## config.mk

```make
export PLATFORM = sky130hd
export DESIGN_NAME = iopte_fetch
export DESIGN_NICKNAME = d
export VERILOG_FILES = /design/src/rtl/iopte_pkg.sv /design/src/rtl/iopte_cfg_regs.sv /design/src/rtl/iopte_idx_calc.sv /design/src/rtl/iopte_fetch_ctrl.sv /design/src/rtl/iopte_fetch.sv
export SDC_FILE = /design/constraint.sdc
export NUM_CORES = 1
export LEC_CHECK = 0
export BUFFER_PORTS_ARGS = -buffer_cell sky130_fd_sc_hd__buf_2
export CAP_MARGIN = 20
export CORE_MARGIN = 2
export CORE_UTILIZATION = 52
export CTS_CLUSTER_DIAMETER = 80
export CTS_CLUSTER_SIZE = 40
export DETAILED_ROUTE_END_ITERATION = 7
export HOLD_SLACK_MARGIN = 0.1
export PLACE_DENSITY_LB_ADDON = 0.3
export SYNTH_ARGS = -nofsm -noshare
export SYNTH_HDL_FRONTEND = slang
export SYNTH_HIERARCHICAL = 1
export SYNTH_SLANG_ARGS = --single-unit
```

## constraint.sdc

```tcl
create_clock -name clk -period 4.35 [get_ports clk]
set_clock_uncertainty 0.1 [all_clocks]
set_input_delay 0.2175 -clock clk [delete_from_list [all_inputs] [get_ports clk]]
set_output_delay 0.2175 -clock clk [all_outputs]
set_load 0.02 [all_outputs]
```

## src/rtl/iopte_pkg.sv

```systemverilog
package iopte_pkg;

    localparam int unsigned ENTRY_BYTES = 4;
    localparam int unsigned BASE_SCALE  = 4;
    localparam int unsigned WORD_W      = 8 * ENTRY_BYTES;

    typedef logic [WORD_W-1:0] word_t;

    typedef enum logic [1:0] {
        ST_IDLE  = 2'd0,
        ST_ISSUE = 2'd1,
        ST_WAIT  = 2'd2,
        ST_RESP  = 2'd3
    } fetch_state_e;

    typedef enum logic {
        SEL_BASE   = 1'b0,
        SEL_WINDOW = 1'b1
    } cfg_sel_e;

    function automatic word_t reverse_bytes(word_t w);
        word_t r;
        for (int b = 0; b < ENTRY_BYTES; b++) begin
            r[8*b +: 8] = w[8*(ENTRY_BYTES-1-b) +: 8];
        end
        return r;
    endfunction

endpackage

```

## src/rtl/iopte_cfg_regs.sv

```systemverilog
module iopte_cfg_regs
    import iopte_pkg::*;
#(
    parameter int unsigned ADDR_W = 32
) (
    input  logic              clk,
    input  logic              rst,
    input  logic              cfg_we,
    input  logic              cfg_sel,
    input  logic [ADDR_W-1:0] cfg_wdata,
    output logic [ADDR_W-1:0] base_o,
    output logic [ADDR_W-1:0] window_o
);

    logic [ADDR_W-1:0] base_q;
    logic [ADDR_W-1:0] window_q;
    cfg_sel_e          sel;

    assign sel = cfg_sel_e'(cfg_sel);

    always_ff @(posedge clk) begin
        if (rst) begin
            base_q   <= '0;
            window_q <= '0;
        end else if (cfg_we) begin
            if (sel == SEL_BASE) begin
                base_q <= cfg_wdata;
            end else begin
                window_q <= cfg_wdata;
            end
        end
    end

    assign base_o   = base_q;
    assign window_o = window_q;

    p_cfg_quiet_r3: assert property (@(posedge clk) disable iff (rst)
        !cfg_we |=> ($stable(base_o) && $stable(window_o)));

    p_cfg_base_r3: assert property (@(posedge clk) disable iff (rst)
        (cfg_we && !cfg_sel) |=> (base_o == $past(cfg_wdata)) && $stable(window_o));

endmodule

```

## src/rtl/iopte_idx_calc.sv

```systemverilog
module iopte_idx_calc
    import iopte_pkg::*;
#(
    parameter int unsigned ADDR_W     = 32,
    parameter int unsigned PAGE_SHIFT = 12
) (
    input  logic [ADDR_W-1:0] base_i,
    input  logic [ADDR_W-1:0] window_i,
    input  logic [ADDR_W-1:0] vaddr_i,
    output logic [ADDR_W-1:0] pte_addr_o
);

    localparam int unsigned IDX_SHIFT = PAGE_SHIFT - 2;
    localparam int unsigned LOW_BITS  = $clog2(ENTRY_BYTES);

    if (PAGE_SHIFT < 2 || PAGE_SHIFT >= ADDR_W) begin : g_bad_shift
        $error("iopte_idx_calc: PAGE_SHIFT out of range");
    end

    logic [ADDR_W-1:0] in_window;
    logic [ADDR_W-1:0] scaled_idx;
    logic [ADDR_W-1:0] entry_off;
    logic [ADDR_W-1:0] table_base;

    always_comb begin
        in_window  = vaddr_i & ~window_i;
        scaled_idx = in_window >> IDX_SHIFT;
        entry_off  = {scaled_idx[ADDR_W-1:LOW_BITS], {LOW_BITS{1'b0}}};
        table_base = base_i << BASE_SCALE;
        pte_addr_o = table_base + entry_off;
    end

endmodule

```

## src/rtl/iopte_fetch_ctrl.sv

```systemverilog
module iopte_fetch_ctrl
    import iopte_pkg::*;
#(
    parameter int unsigned ADDR_W = 32
) (
    input  logic              clk,
    input  logic              rst,
    input  logic              req_valid,
    output logic              req_ready,
    input  logic [ADDR_W-1:0] pte_addr_i,
    output logic              rsp_valid,
    input  logic              rsp_ready,
    output word_t             rsp_flags,
    output logic              mem_valid,
    input  logic              mem_ready,
    output logic [ADDR_W-1:0] mem_addr,
    input  logic              rd_valid,
    input  word_t             rd_data
);

    typedef struct packed {
        logic [ADDR_W-1:0] addr;
        word_t             flags;
    } pending_t;

    fetch_state_e state_q, state_d;
    pending_t     pend_q, pend_d;

    always_comb begin
        state_d = state_q;
        pend_d  = pend_q;
        unique case (state_q)
            ST_IDLE: begin
                if (req_valid) begin
                    pend_d.addr = pte_addr_i;
                    state_d     = ST_ISSUE;
                end
            end
            ST_ISSUE: begin
                if (mem_ready) begin
                    state_d = ST_WAIT;
                end
            end
            ST_WAIT: begin
                if (rd_valid) begin
                    pend_d.flags = reverse_bytes(rd_data);
                    state_d      = ST_RESP;
                end
            end
            ST_RESP: begin
                if (rsp_ready) begin
                    state_d = ST_IDLE;
                end
            end
            default: state_d = ST_IDLE;
        endcase
    end

    always_ff @(posedge clk) begin
        if (rst) begin
            state_q <= ST_IDLE;
            pend_q  <= '0;
        end else begin
            state_q <= state_d;
            pend_q  <= pend_d;
        end
    end

    assign req_ready = (state_q == ST_IDLE);
    assign mem_valid = (state_q == ST_ISSUE);
    assign rsp_valid = (state_q == ST_RESP);
    assign mem_addr  = pend_q.addr;
    assign rsp_flags = pend_q.flags;

    p_addr_stable_r4: assert property (@(posedge clk) disable iff (rst)
        (mem_valid && !mem_ready) |=> (mem_valid && $stable(mem_addr)));

    p_rsp_hold_r6: assert property (@(posedge clk) disable iff (rst)
        (rsp_valid && !rsp_ready) |=> (rsp_valid && $stable(rsp_flags)));

    p_single_out_r6: assert property (@(posedge clk) disable iff (rst)
        (req_valid && req_ready) |=> !req_ready);

    p_rsp_after_data_r8: assert property (@(posedge clk) disable iff (rst)
        $rose(rsp_valid) |-> $past(rd_valid));

    p_exclusive_r9: assert property (@(posedge clk) disable iff (rst)
        !(mem_valid && rsp_valid) && !(req_ready && (mem_valid || rsp_valid)));

endmodule

```

## src/rtl/iopte_fetch.sv

```systemverilog
module iopte_fetch
    import iopte_pkg::*;
#(
    parameter int unsigned ADDR_W     = 32,
    parameter int unsigned PAGE_SHIFT = 12
) (
    input  logic              clk,
    input  logic              rst,
    input  logic              cfg_we,
    input  logic              cfg_sel,
    input  logic [ADDR_W-1:0] cfg_wdata,
    input  logic              req_valid,
    output logic              req_ready,
    input  logic [ADDR_W-1:0] req_vaddr,
    output logic              rsp_valid,
    input  logic              rsp_ready,
    output logic [31:0]       rsp_flags,
    output logic              mem_valid,
    input  logic              mem_ready,
    output logic [ADDR_W-1:0] mem_addr,
    input  logic              rd_valid,
    input  logic [31:0]       rd_data
);

    logic [ADDR_W-1:0] base_w;
    logic [ADDR_W-1:0] window_w;
    logic [ADDR_W-1:0] pte_addr_w;

    iopte_cfg_regs #(.ADDR_W(ADDR_W)) u_regs (
        .clk       (clk),
        .rst       (rst),
        .cfg_we    (cfg_we),
        .cfg_sel   (cfg_sel),
        .cfg_wdata (cfg_wdata),
        .base_o    (base_w),
        .window_o  (window_w)
    );

    iopte_idx_calc #(.ADDR_W(ADDR_W), .PAGE_SHIFT(PAGE_SHIFT)) u_idx (
        .base_i     (base_w),
        .window_i   (window_w),
        .vaddr_i    (req_vaddr),
        .pte_addr_o (pte_addr_w)
    );

    iopte_fetch_ctrl #(.ADDR_W(ADDR_W)) u_ctrl (
        .clk        (clk),
        .rst        (rst),
        .req_valid  (req_valid),
        .req_ready  (req_ready),
        .pte_addr_i (pte_addr_w),
        .rsp_valid  (rsp_valid),
        .rsp_ready  (rsp_ready),
        .rsp_flags  (rsp_flags),
        .mem_valid  (mem_valid),
        .mem_ready  (mem_ready),
        .mem_addr   (mem_addr),
        .rd_valid   (rd_valid),
        .rd_data    (rd_data)
    );

    p_issue_after_accept_r2: assert property (@(posedge clk) disable iff (rst)
        (req_valid && req_ready) |=> (mem_valid && mem_addr == $past(pte_addr_w)));

endmodule

```

==> metrics.txt <==
status complete, no violations; most common cell after layout, fill and taps aside buf_2; Worst R2R Path Depth 11; Post-Syn Area 0.00564 mm²; Synth warnings 6; Sw Ratio 29.4%; Core Footprint 0.0107 mm²; GP Congestion 0.934; Setup crit end kind flip-flop; DRC errors left 0; Max VDD drop 0.245 mV; hold crit path type in2reg; die height 108 µm; Crit Path Max Fanout 5; Iteration-0 DRC Markers 338; Routed WL per cell 15.0 µm; antenna violations before repair 1; post-cts resize count 0; Slew headroom 29.6%; nets 994; Ports 171; CP Depth 11; fmax 367 MHz; die area 0.0117 mm²; vias 5232; Setup Total Neg Slack 0 ns; Top delay family on crit path compound AO/OA/AOI/OAI gates; Worst Hold Launch cfg_we; Clock Latency Late Sink 0.52 ns; clock net sink count 114; Num CTS Buffers 17; cell-internal power 2480 µW; crit path from u_regs/window_o[20]; antenna-violating nets left 0; Tcrit/Tclk final 62.6%; max-capacitance violation count 0; drt via density 5.13; pwr dens 452 mW/mm²; post-CTS setup buffer count 0; combinational share of power 23.7%; minimum clock period 2.72 ns; Setup Viol. Count Final 0; reg2reg start u_regs/window_o[20]; critical-path cell list nor2b_1 -> ha_1 -> a21oi_1 -> o22ai_1 -> a211oi_2 -> a21oi_2 -> a221o_1 -> a21oi_2 -> xnor2_1 -> nand2_1 -> a21oi_1; Initial Utilization 52.7%; Root Buffer clkbuf_8; # hold bufs at CTS 72; transition time of the tightest slew-check pin 1.05 ns; placed cell area 0.00640 mm²; WP buf/inv 0; Synth Instances 653; first drt pass iteration count 5; switching power 1030 µW; Area growth, synth to finish 37.6%; Tot Pwr 3500 µW; Worst setup SP type flip-flop; Worst Setup EP u_ctrl/mem_addr[21]; commonest cells after routing, fill and taps aside buf_2 (157), nand2_1 (143), dfxtp_1 (114); first-pass GRT wire length 23900 µm; PnR worst setup slack 1.63 ns; crit path DAT 3.07 ns; vias in the first global route 5247; R2R Path End u_ctrl/mem_addr[21]; final instance area 0.00776 mm²; setup slack, reg-to-reg 1.63 ns; CP Class reg2reg; clock slew at reported path FFs 0.06 ns; Final Hold Fails 0; clk buf depth 2; P_leak 0.00351 µW; GRT Util Overall 26.0%; slowest CP cell a211oi_2; syn_area_per_cell 8.64 µm²; Post-DP HPWL 9840 µm; crit-path max cell delay 0.39 ns; Place WS 1.66 ns; port bufs 158; CTS tree done; sequential share of power 34.7%; layout cells sized above 1 22.9%; total global routing overflow 0; # rows 38; Total Routed Length 15300 µm; # H-tree levels 4; Die Wd 108 µm; Req. time, crit path 4.70 ns; pin count of the biggest net entering global routing 124; Clk pwr share 41.6%; fin. max-slew vios 0; RSZ-0062 raised after global routing no
-- tightest hold or removal path, delay by kind of cell --
kind | cells | cell delay [ns]
buffers and inverters | 1 | 0.11
multiplexers | 1 | 0.16
AND/OR/NAND/NOR | 1 | 0.27
-- per-stage QoR --
step	util [%]	instances	hold WS, ns
finish	72.6	1020	0.206
detailed placement	59.8	914	0.344
global route	72.6	1020	0.206
global placement	59.8	914	0.339
floorplan	-	654	0.254
CTS	72.4	1018	0.184
-- final cells by class --
cell class / instances / area, µm²
diodes: 1 / 2.50
clock buffers: 23 / 477
clock inverters: 9 / 151
fillers: 811 / 2940
inverters: 8 / 30.0
multi-input cells: 493 / 3110
flip-flops and latches: 114 / 2280
well taps: 140 / 175
repair buffers: 232 / 1540
-- how the worst min path moves through the flow --
stage	endpoint	cells past startpoint
2_1_floorplan	u_ctrl/rsp_flags[11]	2
3_3_place_gp	u_ctrl/rsp_flags[18]	2
3_5_place_dp	u_ctrl/rsp_flags[24]	2
4_1_cts	u_regs/base_o[21]	3
5_1_grt	u_regs/base_o[23]	3
6_report	u_regs/base_o[1]	3
-- flip-flops by register name (all words and copies together), names as in the netlist --
name and cells:
u_ctrl/state_q 2, u_regs/base_o 28, u_regs/window_o 20, u_ctrl/rsp_flags 32, u_ctrl/mem_addr 32
-- metal layers --
layer	up-vias	track usage, %	routed length, µm
li1	2589	-	-
met1	2431	29.0	6370
met2	170	46.2	7630
met3	42	7.41	846
met4	0	11.2	420
met5	-	0	0
-- power groups by stage --
stage | Combinational [µW] | Clock (µW) | Sequential, µW
after global routing | 907 | 1530 | 1230
final | 830 | 1460 | 1220
after floorplan | 459 | 0 | 1320
after global placement | 722 | 0 | 1230
after detailed placement | 748 | 0 | 1240
after CTS | 810 | 1480 | 1220
No activity file was read; power rests on OpenSTA's default activity.
